<file path="src/rtl/epp_rd_pkg.sv">
package epp_rd_pkg;
  localparam int NUM_SAMP = 5;
  localparam int SAMP_W   = 14;
  localparam int BYTE_W   = 8;
  localparam int FRAME_W  = NUM_SAMP * SAMP_W;
  localparam int BYTES    = NUM_SAMP * 2;
  localparam int POS_W    = $clog2(BYTES);
endpackage

</file>
<file path="src/rtl/epp_rd_sync.sv">
module epp_rd_sync (
  input  logic clk,
  input  logic rst_n,
  input  logic strobe_n_i,
  output logic stb_low_o,
  output logic fall_o,
  output logic rise_o
);
  logic s1_q, s2_q, s3_q;

  always_ff @(posedge clk or negedge rst_n) begin
    if (!rst_n) begin
      s1_q <= 1'b1;
      s2_q <= 1'b1;
      s3_q <= 1'b1;
    end else begin
      s1_q <= strobe_n_i;
      s2_q <= s1_q;
      s3_q <= s2_q;
    end
  end

  assign stb_low_o = ~s2_q;
  assign fall_o    = s3_q & ~s2_q;
  assign rise_o    = ~s3_q & s2_q;


  edge_excl_chk: assert property (@(posedge clk) disable iff (!rst_n)
    fall_o |=> !fall_o);
endmodule

</file>
<file path="src/rtl/epp_rd_store.sv">
module epp_rd_store #(
  parameter int NUM_SAMP = 5,
  parameter int SAMP_W   = 14,
  parameter int BYTE_W   = 8,
  parameter int POS_W    = 4
) (
  input  logic                         clk,
  input  logic                         rst_n,
  input  logic                         cap_i,
  input  logic [NUM_SAMP*SAMP_W-1:0]   cap_data_i,
  input  logic                         fall_i,
  input  logic                         rise_i,
  input  logic                         ack_i,
  input  logic [POS_W-1:0]             pos_i,
  output logic                         pend_full_o,
  output logic                         take_o,
  output logic [BYTE_W-1:0]            byte_o
);
  localparam int FW = NUM_SAMP * SAMP_W;
  localparam int XW = 2 * BYTE_W;

  logic [FW-1:0]     pend_q, pend_n;
  logic [FW-1:0]     act_q, act_n;
  logic              full_q, full_n;
  logic [BYTE_W-1:0] byte_q, byte_n;
  logic [FW-1:0]     src;
  logic              take;

  function automatic logic [BYTE_W-1:0] pick(input logic [FW-1:0] fr,
                                             input logic [POS_W-1:0] p);
    logic [SAMP_W-1:0] s;
    logic [XW-1:0]     ext;
    s   = fr[(int'(p) / 2) * SAMP_W +: SAMP_W];
    ext = XW'(s);
    return p[0] ? ext[XW-1:BYTE_W] : ext[BYTE_W-1:0];
  endfunction

  assign take = fall_i && (pos_i == '0) && full_q;
  assign src  = take ? pend_q : act_q;

  always_comb begin
    pend_n = pend_q;
    full_n = full_q;
    act_n  = act_q;
    byte_n = byte_q;
    if (take) begin
      act_n  = pend_q;
      full_n = 1'b0;
    end
    if (cap_i) begin
      pend_n = cap_data_i;
      full_n = 1'b1;
    end
    if (fall_i) byte_n = pick(src, pos_i);
  end

  always_ff @(posedge clk or negedge rst_n) begin
    if (!rst_n) begin
      pend_q <= '0;
      act_q  <= '0;
      full_q <= 1'b0;
      byte_q <= '0;
    end else begin
      pend_q <= pend_n;
      act_q  <= act_n;
      full_q <= full_n;
      byte_q <= byte_n;
    end
  end

  assign pend_full_o = full_q;
  assign take_o      = take;
  assign byte_o      = byte_q;


  bus_hold_chk: assert property (@(posedge clk) disable iff (!rst_n)
    (ack_i && !rise_i && !fall_i) |=> $stable(byte_q));

  take_clears_chk: assert property (@(posedge clk) disable iff (!rst_n)
    (take && !cap_i) |=> !full_q);
endmodule

</file>
<file path="src/rtl/epp_rd_ctrl.sv">
module epp_rd_ctrl #(
  parameter int BYTES = 10,
  parameter int POS_W = 4
) (
  input  logic             clk,
  input  logic             rst_n,
  input  logic             cap_i,
  input  logic             fall_i,
  input  logic             rise_i,
  input  logic             stb_low_i,
  input  logic             pend_full_i,
  input  logic             take_i,
  output logic             ack_o,
  output logic [POS_W-1:0] pos_o,
  output logic             irq_o,
  output logic             ovr_o
);
  localparam logic [POS_W-1:0] LAST = POS_W'(BYTES - 1);

  logic             ack_q, ack_n;
  logic [POS_W-1:0] pos_q, pos_n;
  logic             irq_q, irq_n;
  logic             ovr_q, ovr_n;
  logic             skip_q, skip_n;
  logic             busy;

  assign busy = pend_full_i || (pos_q != '0) || ack_q || stb_low_i;

  always_comb begin
    ack_n  = ack_q;
    pos_n  = pos_q;
    irq_n  = irq_q;
    ovr_n  = ovr_q;
    skip_n = skip_q;
    if (fall_i)      ack_n = 1'b1;
    else if (rise_i) ack_n = 1'b0;
    if (cap_i) begin
      pos_n  = '0;
      skip_n = (ack_q || stb_low_i) && !rise_i;
      irq_n  = 1'b1;
      if (busy) ovr_n = 1'b1;
    end else begin
      if (take_i) irq_n = 1'b0;
      if (rise_i) begin
        if (skip_q) skip_n = 1'b0;
        else        pos_n  = (pos_q == LAST) ? '0 : pos_q + 1'b1;
      end
    end
  end

  always_ff @(posedge clk or negedge rst_n) begin
    if (!rst_n) begin
      ack_q  <= 1'b0;
      pos_q  <= '0;
      irq_q  <= 1'b0;
      ovr_q  <= 1'b0;
      skip_q <= 1'b0;
    end else begin
      ack_q  <= ack_n;
      pos_q  <= pos_n;
      irq_q  <= irq_n;
      ovr_q  <= ovr_n;
      skip_q <= skip_n;
    end
  end

  assign ack_o = ack_q;
  assign pos_o = pos_q;
  assign irq_o = irq_q;
  assign ovr_o = ovr_q;


  irq_set_chk: assert property (@(posedge clk) disable iff (!rst_n)
    cap_i |=> irq_q);

  irq_clr_chk: assert property (@(posedge clk) disable iff (!rst_n)
    (take_i && !cap_i) |=> !irq_q);

  ack_drop_chk: assert property (@(posedge clk) disable iff (!rst_n)
    rise_i |=> !ack_q);

  ack_set_chk: assert property (@(posedge clk) disable iff (!rst_n)
    fall_i |=> ack_q);

  pos_range_chk: assert property (@(posedge clk) disable iff (!rst_n)
    pos_q <= LAST);

  overrun_sticky_chk: assert property (@(posedge clk) disable iff (!rst_n)
    ovr_q |=> ovr_q);

  restart_chk: assert property (@(posedge clk) disable iff (!rst_n)
    cap_i |=> (pos_q == '0));
endmodule

</file>
<file path="src/rtl/epp_frame_reader.sv">
module epp_frame_reader
  import epp_rd_pkg::*;
#(
  parameter int N_SAMP = NUM_SAMP,
  parameter int S_W    = SAMP_W,
  parameter int B_W    = BYTE_W
) (
  input  logic                    clk,
  input  logic                    rst_n,
  input  logic                    frame_ready,
  input  logic [N_SAMP*S_W-1:0]   frame_data,
  input  logic                    host_strobe_n,
  output logic                    host_wait,
  output logic [B_W-1:0]          data_out,
  output logic                    data_oe,
  output logic                    irq,
  output logic                    overrun,
  output logic [$clog2(2*N_SAMP)-1:0] byte_pos
);
  localparam int NB = 2 * N_SAMP;
  localparam int PW = $clog2(NB);

  logic          stb_low, fall, rise;
  logic          pend_full, take, ack;
  logic [PW-1:0] pos;
  logic [B_W-1:0] byte_val;

  epp_rd_sync u_sync (
    .clk        (clk),
    .rst_n      (rst_n),
    .strobe_n_i (host_strobe_n),
    .stb_low_o  (stb_low),
    .fall_o     (fall),
    .rise_o     (rise)
  );

  epp_rd_store #(
    .NUM_SAMP (N_SAMP),
    .SAMP_W   (S_W),
    .BYTE_W   (B_W),
    .POS_W    (PW)
  ) u_store (
    .clk         (clk),
    .rst_n       (rst_n),
    .cap_i       (frame_ready),
    .cap_data_i  (frame_data),
    .fall_i      (fall),
    .rise_i      (rise),
    .ack_i       (ack),
    .pos_i       (pos),
    .pend_full_o (pend_full),
    .take_o      (take),
    .byte_o      (byte_val)
  );

  epp_rd_ctrl #(
    .BYTES (NB),
    .POS_W (PW)
  ) u_ctrl (
    .clk         (clk),
    .rst_n       (rst_n),
    .cap_i       (frame_ready),
    .fall_i      (fall),
    .rise_i      (rise),
    .stb_low_i   (stb_low),
    .pend_full_i (pend_full),
    .take_i      (take),
    .ack_o       (ack),
    .pos_o       (pos),
    .irq_o       (irq),
    .ovr_o       (overrun)
  );

  assign host_wait = ack;
  assign data_oe   = ack;
  assign data_out  = ack ? byte_val : '0;
  assign byte_pos  = pos;


  bus_idle_chk: assert property (@(posedge clk) disable iff (!rst_n)
    !data_oe |-> (data_out == '0));
endmodule

</file>
<file path="config.mk">
export PLATFORM = sky130hd
export DESIGN_NAME = epp_frame_reader
export DESIGN_NICKNAME = d
export VERILOG_FILES = /design/src/rtl/epp_rd_pkg.sv /design/src/rtl/epp_rd_sync.sv /design/src/rtl/epp_rd_store.sv /design/src/rtl/epp_rd_ctrl.sv /design/src/rtl/epp_frame_reader.sv
export SDC_FILE = /design/constraint.sdc
export NUM_CORES = 1
export LEC_CHECK = 0
export ABC_CLOCK_PERIOD_IN_PS = 2850
export CORE_MARGIN = 3
export CORE_UTILIZATION = 40
export CTS_BUF_LIST = sky130_fd_sc_hd__clkbuf_16
export CTS_CLUSTER_DIAMETER = 80
export DETAILED_ROUTE_END_ITERATION = 8
export MAX_ROUTING_LAYER = met4
export PLACE_DENSITY_LB_ADDON = 0.08
export SYNTH_ARGS = -nofsm -noshare
export SYNTH_HDL_FRONTEND = slang
export SYNTH_SLANG_ARGS = --single-unit
</file>
<file path="constraint.sdc">
create_clock -name clk -period 2.85 [get_ports clk]
set_input_delay 0.7125 -clock clk [delete_from_list [all_inputs] [get_ports clk]]
set_output_delay 0.7125 -clock clk [all_outputs]
set_load 0.03 [all_outputs]
</file>
### Word level (Yosys, flattened, before mapping)

Cells that the tools add are included.

* register bits: 159
* latch bits: 0
* RAM bits: 0
* bits in read-only memories: 0
* bits of input ports: 74
* output and inout port bits: 16
* word-level logic and storage cells: 47
* memories kept: 0

* $add $sub $neg: 1
* multiply operators: 1
* divide/modulo/power cells: 0
* order comparisons: 0
* equality and inequality tests: 2
* shift operators: 1
* mux-type cells: 12
* bitwise operators: 4
* reduce and logical (&&, ||, !) cells: 15

Operators by type and width (number)
* two-way mux 70 bit: 1
* variable part select 70 x 32 -> 14 bit: 1
* two-way mux 4 bit: 4
* two-way mux 8 bit: 2
* multiplier 3 x 3 -> 6 bit (second input constant): 1
* nonzero test 2 bit: 3
* two-way mux 1 bit: 5
* adder 4 x 1 -> 4 bit (second input constant): 1
* == test 4 bit (second input constant): 1
* zero test 4 bit: 1
* logical OR 1 bit: 4
* AND reduction 2 bit: 2
* nonzero test 4 bit: 1
* logical AND 1 bit: 3
* bitwise AND 1 bit: 2
* inequality test 2 bit (second input constant): 1
* NOT 1 bit: 2
* zero test 1 bit: 1

### Depth between registers and ports, before layout

Gate-level depths: netlist (run 1).

* depth after elaboration: 7
* depth in mapped cells: 10

### Cells and area by module

Synthesis (run 1) repeated with hierarchy kept, for this count alone.

* cells, all modules: 638
* area, all modules: 6936.7 um^2

By module, submodules not included
* epp_rd_store: instances 1, cells an instance 580, area each 6369.9 um^2, sequential area each 3728.6 um^2
* epp_rd_ctrl: instances 1, cells an instance 43, area each 411.6 um^2, sequential area each 200.2 um^2
* epp_rd_sync: instances 1, cells an instance 6, area each 97.6 um^2, sequential area each 78.8 um^2
* epp_frame_reader: instances 1, cells an instance 9, area each 57.6 um^2, sequential area each 0.0 um^2

### Least setup slack after synthesis (run 1)

No wires, ideal clock.

* path kind: register -> register
* from: register u_ctrl.pos_q[0], in the netlist u_ctrl.pos_o[0]
* to: register u_store.byte_q[6], in the netlist u_store.byte_o[6]
* library setup time: 0.120 ns
* arrival: 2.452 ns
* slack: 0.277 ns
* stages on the path, launching flop included: 9
* path buffers: 1
* cell sequence: dfrtp_1 -> inv_1 -> ha_1 -> and4bb_2 -> nand2_2 -> buf_6 -> mux2_4 -> mux4_2 -> a41o_1

* word-level cells in the longest chain between the ends: 6

RTL lines
* start, declared: RTL line epp_rd_ctrl.sv:21 `logic [POS_W-1:0] pos_q, pos_n;`
* start signal, assigned: RTL line epp_rd_ctrl.sv:60 `pos_q <= pos_n;`
* zero test 4 bit: RTL line epp_rd_store.sv:38 `assign take = fall_i && (pos_i == '0) && full_q;`
* logical AND 1 bit (2 in a row): RTL line epp_rd_store.sv:38
* two-way mux 70 bit: RTL line epp_rd_store.sv:39 `assign src = take ? pend_q : act_q;`
* variable part select 70 x 32 -> 14 bit: RTL line epp_rd_store.sv:33 `s = fr[(int'(p) / 2) * SAMP_W +: SAMP_W];`
* two-way mux 8 bit *: RTL line epp_rd_store.sv:35 `return p[0] ? ext[XW-1:BYTE_W] : ext[BYTE_W-1:0];`
* end signal, assigned: RTL line epp_rd_store.sv:67 `byte_q <= byte_n;`
* end, declared: RTL line epp_rd_store.sv:25 `logic [BYTE_W-1:0] byte_q, byte_n;`

Every way passes the cells marked *; elsewhere a longest branch is shown, timed or not.
A chain may end at the register's enable or synchronous reset.

### Worst setup path in the final report (run 1)

* from: register u_ctrl.ack_q, in the netlist u_ctrl.ack_o
* to: output port data_out[4]

* word-level cells in the longest chain between the ends: 1

RTL lines
* start, declared: RTL line epp_rd_ctrl.sv:20 `logic ack_q, ack_n;`
* start signal, assigned: RTL line epp_rd_ctrl.sv:59 `ack_q <= ack_n;`
* two-way mux 8 bit: RTL line epp_frame_reader.sv:76 `assign data_out = ack ? byte_val : '0;`
* end, declared: RTL line epp_frame_reader.sv:14 `output logic [B_W-1:0] data_out,`

No other way between the ends.

==> results of run 1 <==
[placed cells by master, fill, tap and decap left out, types with 7 or more instances in the layout]
cell type          n
mux2_1            53
clkdlybuf4s50_1   87
nand2_1           24
o21ai_0            8
a211oi_1           8
mux2_2            76
clkbuf_16         17
nor2_1            12
nand2b_1          10
a311oi_1           9
and4_1             7
dfrtp_1          156
buf_4             14
a21oi_1           11
and2_1            10
a22oi_1           15
inv_1             14
[Yosys cell counts (2+ instances only)]
cell	n
a41o_1	4
dfrtp_1	156
nand2b_1	10
nor2_1	12
a22oi_1	15
o21ai_0	8
a31oi_1	2
nor2b_1	4
ha_1	5
mux2_1	53
a21oi_1	11
dfstp_2	3
mux4_2	2
inv_1	9
mux2_4	5
buf_6	2
a211oi_1	8
and2_1	10
a311oi_1	9
buf_2	8
and3_1	2
o2111a_1	4
mux2_2	76
nor3b_1	3
buf_1	6
clkbuf_1	14
and4_1	7
nand3_1	4
a21o_1	3
mux2i_1	4
nand2_1	24
[final timing paths]
| check | from | slack, ps | endpoint | cells after the start |
|---|---|---|---|---|
| max reg2reg | u_sync.s2_q | 300 | u_store.byte_o[5] | 8 |
| min reg2reg | u_sync.s1_q | 380 | u_sync.s2_q | 0 |
| max | u_ctrl.ack_o | 180 | data_out[4] | 2 |
| max in group asynchronous | rst_n | 1880 | u_store.pend_q[25] | 2 |
| min | rst_n | 200 | u_store.pend_q[21] | 1 |
| min in group clk | u_sync.s1_q | 380 | u_sync.s2_q | 0 |
[kinds of logic (layout without fill, tap and decap cells)]
logic type / count (synthesis) / in the layout / synth area share [%]
buffers and inverters: 41 / 145 / 2.68
flip-flops: 159 / 159 / 58.4
adder cells (fa/ha/maj): 5 / 5 / 0.917
AO/OA/AOI/OAI: 70 / 70 / 7.63
multiplexers: 140 / 140 / 23.7
AND/OR/NAND/NOR: 83 / 83 / 6.72
[worst reg2reg max path, stage by stage, from the launching register on]
cell and delay (ps):
dfstp_2 560, inv_1 60, ha_1 190, and4bb_2 260
nand2_4 230, buf_12 310, mux2_1 390, a22oi_1 280
a311oi_1 140
[power breakdown]
group | total [mW] | switching (mW) | leakage, nW | internal (mW)
clock | 2.09 | 0.844 | 0.276 | 1.25
sequential | 2.88 | 0.200 | 1.87 | 2.68
combinational | 0.917 | 0.414 | 1.49 | 0.503
total | 5.89 | 1.46 | 3.63 | 4.43
[flip-flops by register name, summed over array words and instances (netlist names), 4 cells and up]
| register | cells |
|---|---|
| u_ctrl.pos_o | 4 |
| u_store.byte_o | 8 |
| u_store.pend_q | 70 |
| u_store.act_q | 70 |
[area by class of cell]
class,instances,share of cell area [%]
sequential,159,46.6
clock buffer,17,4.98
timing repair buffer,105,12.3
multi-input combinational,298,31.1
clock inverter,13,1.30
tap,220,3.22
inverter,10,0.440
[per-stage QoR]
stage / cell area, sq um / total power, mW / util, %
after global routing: 8540 / 6.18 / 51.3
final: 8540 / 5.89 / 51.3
after CTS: 8540 / 5.97 / 51.3
after global placement: 8000 / 3.81 / 48.1
after detailed placement: 8000 / 3.85 / 48.1
after floorplan: 6820 / 3.44 / -
[layer usage]
layer  GRT usage (%)  share of wire [%]  vias up
met1            23.3                 47     2179
met4            6.38                1.7        0
met5               -                  0        -
met3            3.90                4.0       20
li1                -                  -     1997
met2            26.8                 47       80
==> impl_results.md, run 1 <==
* Placer Congestion at 0.788
* Starting density of the core at 41.0%
* Leakage at 3.63 nW
* Min-Delay Path Class: primary input to asynchronous set/reset pin
* Fmax at 375 MHz
* Area leader, netlist: dfrtp_1
* Via count at 4,276
* Post-route insts no fill at 822
* WP buf/inv at 1
* Dpl ws at 302 ps
* Post_cts resized at 0
* Mapped Cells at 498
* Clock transition at path regs at 60 ps
* Sequential fraction of the synthesis area at 58.4%
* Worst path cell trace: and2_1, clkdlybuf4s50_1
* Worst Skew at 7.38 ps
* Mapped Area at 0.00682 sq mm
* CP Data Arrival Time at 1950 ps
* Aggregate global routing overflow at 0
* Yosys top cell area share at 57.2%
* DR DRC count at 0
* Worst endpoint required time at 2140 ps
* EDFF count, synth at 0
* Final Cycle Share at 93.6%
* Setup crit start kind: flip-flop
* Worst skew pair latency at 420 ps
* Die area at 0.0187 sq mm
* Vias per cell at 5.20
* Top cells by area, synth: dfrtp_1 57%, mux2_2 13%, mux2_1 8.8%, a22oi_1 1.7%, nand2_1 1.3%
* I/O Buffers at 89
* Max VDD drop at 0.423 mV
* Antenna violations before repair at 0
* CP Class: flip-flop to output port
* CTS tree: done
* Commonest register cell after synthesis: dfrtp_1
* PwrDens at 690 mW/mm^2
* Vias in the first global route at 4,426
* Worst Path Max Fanout at 12
* CTS root buf: clkbuf_16
* Synthesis-to-layout area growth at 25.2%
* H-tree levels at 4
* Outcome: completed
* Ys Warns at 0
* RSZ-0062 raised after global routing: no
* Max Cap Viol at 0
* Cts-stage hold buffer count at 0
* Core Rows at 47
* Nets at 670
* Filler cell count at 1,445
* First-pass GRT wire length at 24,200 um
* DIE WIDTH at 137 um
* Post-CTS setup buffer count at 0
* Number of diodes at 0
* Fraction of registers with async set/reset at 100%
* Post-synthesis cell type count at 46
* Placed cells at 792
* Setup TNS Final at 0 ps
* DR WL/cell at 18.3 um
* Layout cells sized above 1 at 21.6%
* Pre-antenna DRT Iters at 4
* Syn_area_per_cell at 13.7 sq um
* Rel. slew slack at 58.4%
* CP peak stage delay at 680 ps
* Setup-failing EPs final at 0
* Largest net degree at the start of global routing at 80
* Post-synthesis register bit count at 159
* Slew Viols, Final at 0
* Final ANT Viol Nets at 0
* Delay-heaviest family, CP: buffers and inverters
* Multi-input gate area at 0.00266 sq mm
* Hpwl dp at 10,500 um
* Crit path capture type: output port
* Core ar. at 0.0166 sq mm
* Hold slack at 203 ps
* Hold Vio Cnt, Final at 0
* CTS buffer count at 17
* CTS Sinks at 159
* Chip height at 137 um
* Final worst slack at 183 ps
* Worst Max-Slew Pin Slew at 624 ps
* Clk buf depth at 2
* Slowest-stage cell, CP: clkdlybuf4s50_1
* Area taken by flip-flops and latches at 0.00398 sq mm
* Number of I/O pins at 90
* Total Routing Usage GR at 17.6%
* Tmin final at 2670 ps
* Drt total wl at 15,000 um
* Initial DRC Count at 161
* Mapped Nets at 577
No activity file was read; power rests on OpenSTA's default activity.
==> run 2, diff against run 1 <==
--- a/config.mk
+++ b/config.mk
@@ -13,6 +13,7 @@
 export DETAILED_ROUTE_END_ITERATION = 8
 export MAX_ROUTING_LAYER = met4
 export PLACE_DENSITY_LB_ADDON = 0.08
+export REMOVE_ABC_BUFFERS = 1
 export SYNTH_ARGS = -nofsm -noshare
 export SYNTH_HDL_FRONTEND = slang
 export SYNTH_SLANG_ARGS = --single-unit
==> impl_results.md, run 2 (same netlist as run 1, synthesis figures left out) <==
* Slowest-stage cell, CP: clkdlybuf4s50_1
* Core Rows at 47
* Post-CTS setup buffer count at 0
* Via count at 4,304
* Commonest non-fill, non-tap cells in the layout: 156 x dfrtp_1, 87 x clkdlybuf4s50_1, 76 x mux2_2
* Leakage at 3.62 nW
* Core Util, Final at 51.5%
* WP buf/inv at 1
* Cts-stage hold buffer count at 0
* Vias in the first global route at 4,391
* CTS buffer count at 17
* DR WL/cell at 17.9 um
* Pre-antenna DRT Iters at 5
* Clk buf depth at 2
* Filler cell count at 1,436
* CTS tree: done
* DIE WIDTH at 137 um
* Starting density of the core at 41.0%
* Max VDD drop at 0.468 mV
* Worst path cell trace: and2_1, clkdlybuf4s50_1
* Largest net degree at the start of global routing at 71
* I/O Buffers at 89
* Die area at 0.0187 sq mm
* Setup-failing EPs final at 0
* CP Class: flip-flop to output port
* Vias per cell at 5.22
* CTS Sinks at 159
* Outcome: completed
* Nets at 670
* PwrDens at 691 mW/mm^2
* CTS root buf: clkbuf_16
* Setup crit start kind: flip-flop
* Delay-heaviest family, CP: buffers and inverters
* Slew Viols, Final at 0
* Layout cells sized above 1 at 22.0%
* Drt total wl at 14,700 um
* Tmin final at 2750 ps
* CP Data Arrival Time at 2040 ps
* Chip height at 137 um
* CP peak stage delay at 690 ps
* Worst Max-Slew Pin Slew at 636 ps
* Worst Skew at 5.81 ps
* Hpwl dp at 10,200 um
* RSZ-0062 raised after global routing: no
* Total Power at 5.92 mW
* Setup TNS Final at 0 ps
* Post-route insts no fill at 824
* Worst endpoint required time at 2140 ps
* First-pass GRT wire length at 23,900 um
* Post_cts resized at 0
* Rel. slew slack at 57.5%
* Final worst slack at 102 ps
* Final ANT Viol Nets at 0
* Core ar. at 0.0166 sq mm
* Number of diodes at 0
* Total Routing Usage GR at 17.4%
* DR DRC count at 0
* Number of I/O pins at 90
* Commonest non-fill, non-tap cell in the layout: dfrtp_1
* Placed cells at 792
* Worst skew pair latency at 420 ps
* Placer Congestion at 0.777
* Min-Delay Path Class: primary input to asynchronous set/reset pin
* Hold Vio Cnt, Final at 0
* Fmax at 364 MHz
* Initial DRC Count at 172
* FF-to-FF setup slack at 220 ps
* Clock transition at path regs at 60 ps
* Worst Path Max Fanout at 12
* Final Cycle Share at 96.4%
* Dpl ws at 244 ps
* Antenna violations before repair at 0
* H-tree levels at 4
* Max Cap Viol at 0
* Aggregate global routing overflow at 0
* Synthesis-to-layout area growth at 25.7%
* Crit path capture type: output port
run 2: cell types whose count changed in the layout (fill, tap and decap cells not counted):
cell / delta
buf_12: +1
buf_4: -1
clkinv_1: +2
clkinvlp_4: +3
inv_1: -3
run 2: power breakdown:
group          total [mW]  internal (mW)  switching, mW
clock network        2.14           1.26          0.880
registers            2.87           2.68          0.195
logic               0.904          0.504          0.400
total                5.92           4.44           1.48
run 2: metal layers:
metal	global-route usage (%)	vias to the layer above	wire length, um
met5	-	-	0
met4	4.54	0	136
met3	5.00	15	663
li1	-	1996	-
met1	23.6	2201	6980
met2	26.0	92	6940
run 2: final timing paths:
path | start | endpoint | depth (start not counted)
max | u_ctrl.ack_o | data_out[1] | 2
min | rst_n | u_store.pend_q[34] | 1
max reg2reg | u_ctrl.pos_o[0] | u_store.byte_o[5] | 8
min reg2reg | u_sync.s1_q | u_sync.s2_q | 0
max in group asynchronous | rst_n | u_sync.s1_q | 2
min in group clk | u_sync.s1_q | u_sync.s2_q | 0
run 2: layout make-up:
cell class                      count  area (sq um)  share of cell area, %
Clock buffer                       17           425                   4.96
Sequential cell                   159          3980                   46.5
Multi-Input combinational cell    298          2660                   31.0
Tap cell                          220           275                   3.21
Inverter                           10          37.5                  0.438
Clock inverter                     15           130                   1.52
Timing Repair Buffer              105          1060                   12.4
run 2: per-stage QoR:
| step | area (sq um) | hold WS [ps] |
|---|---|---|
| after CTS | 8570 | 186 |
| after global placement | 8010 | 358 |
| after global routing | 8570 | 197 |
| after detailed placement | 8010 | 357 |
| final | 8570 | 180 |
| after floorplan | 6670 | 345 |
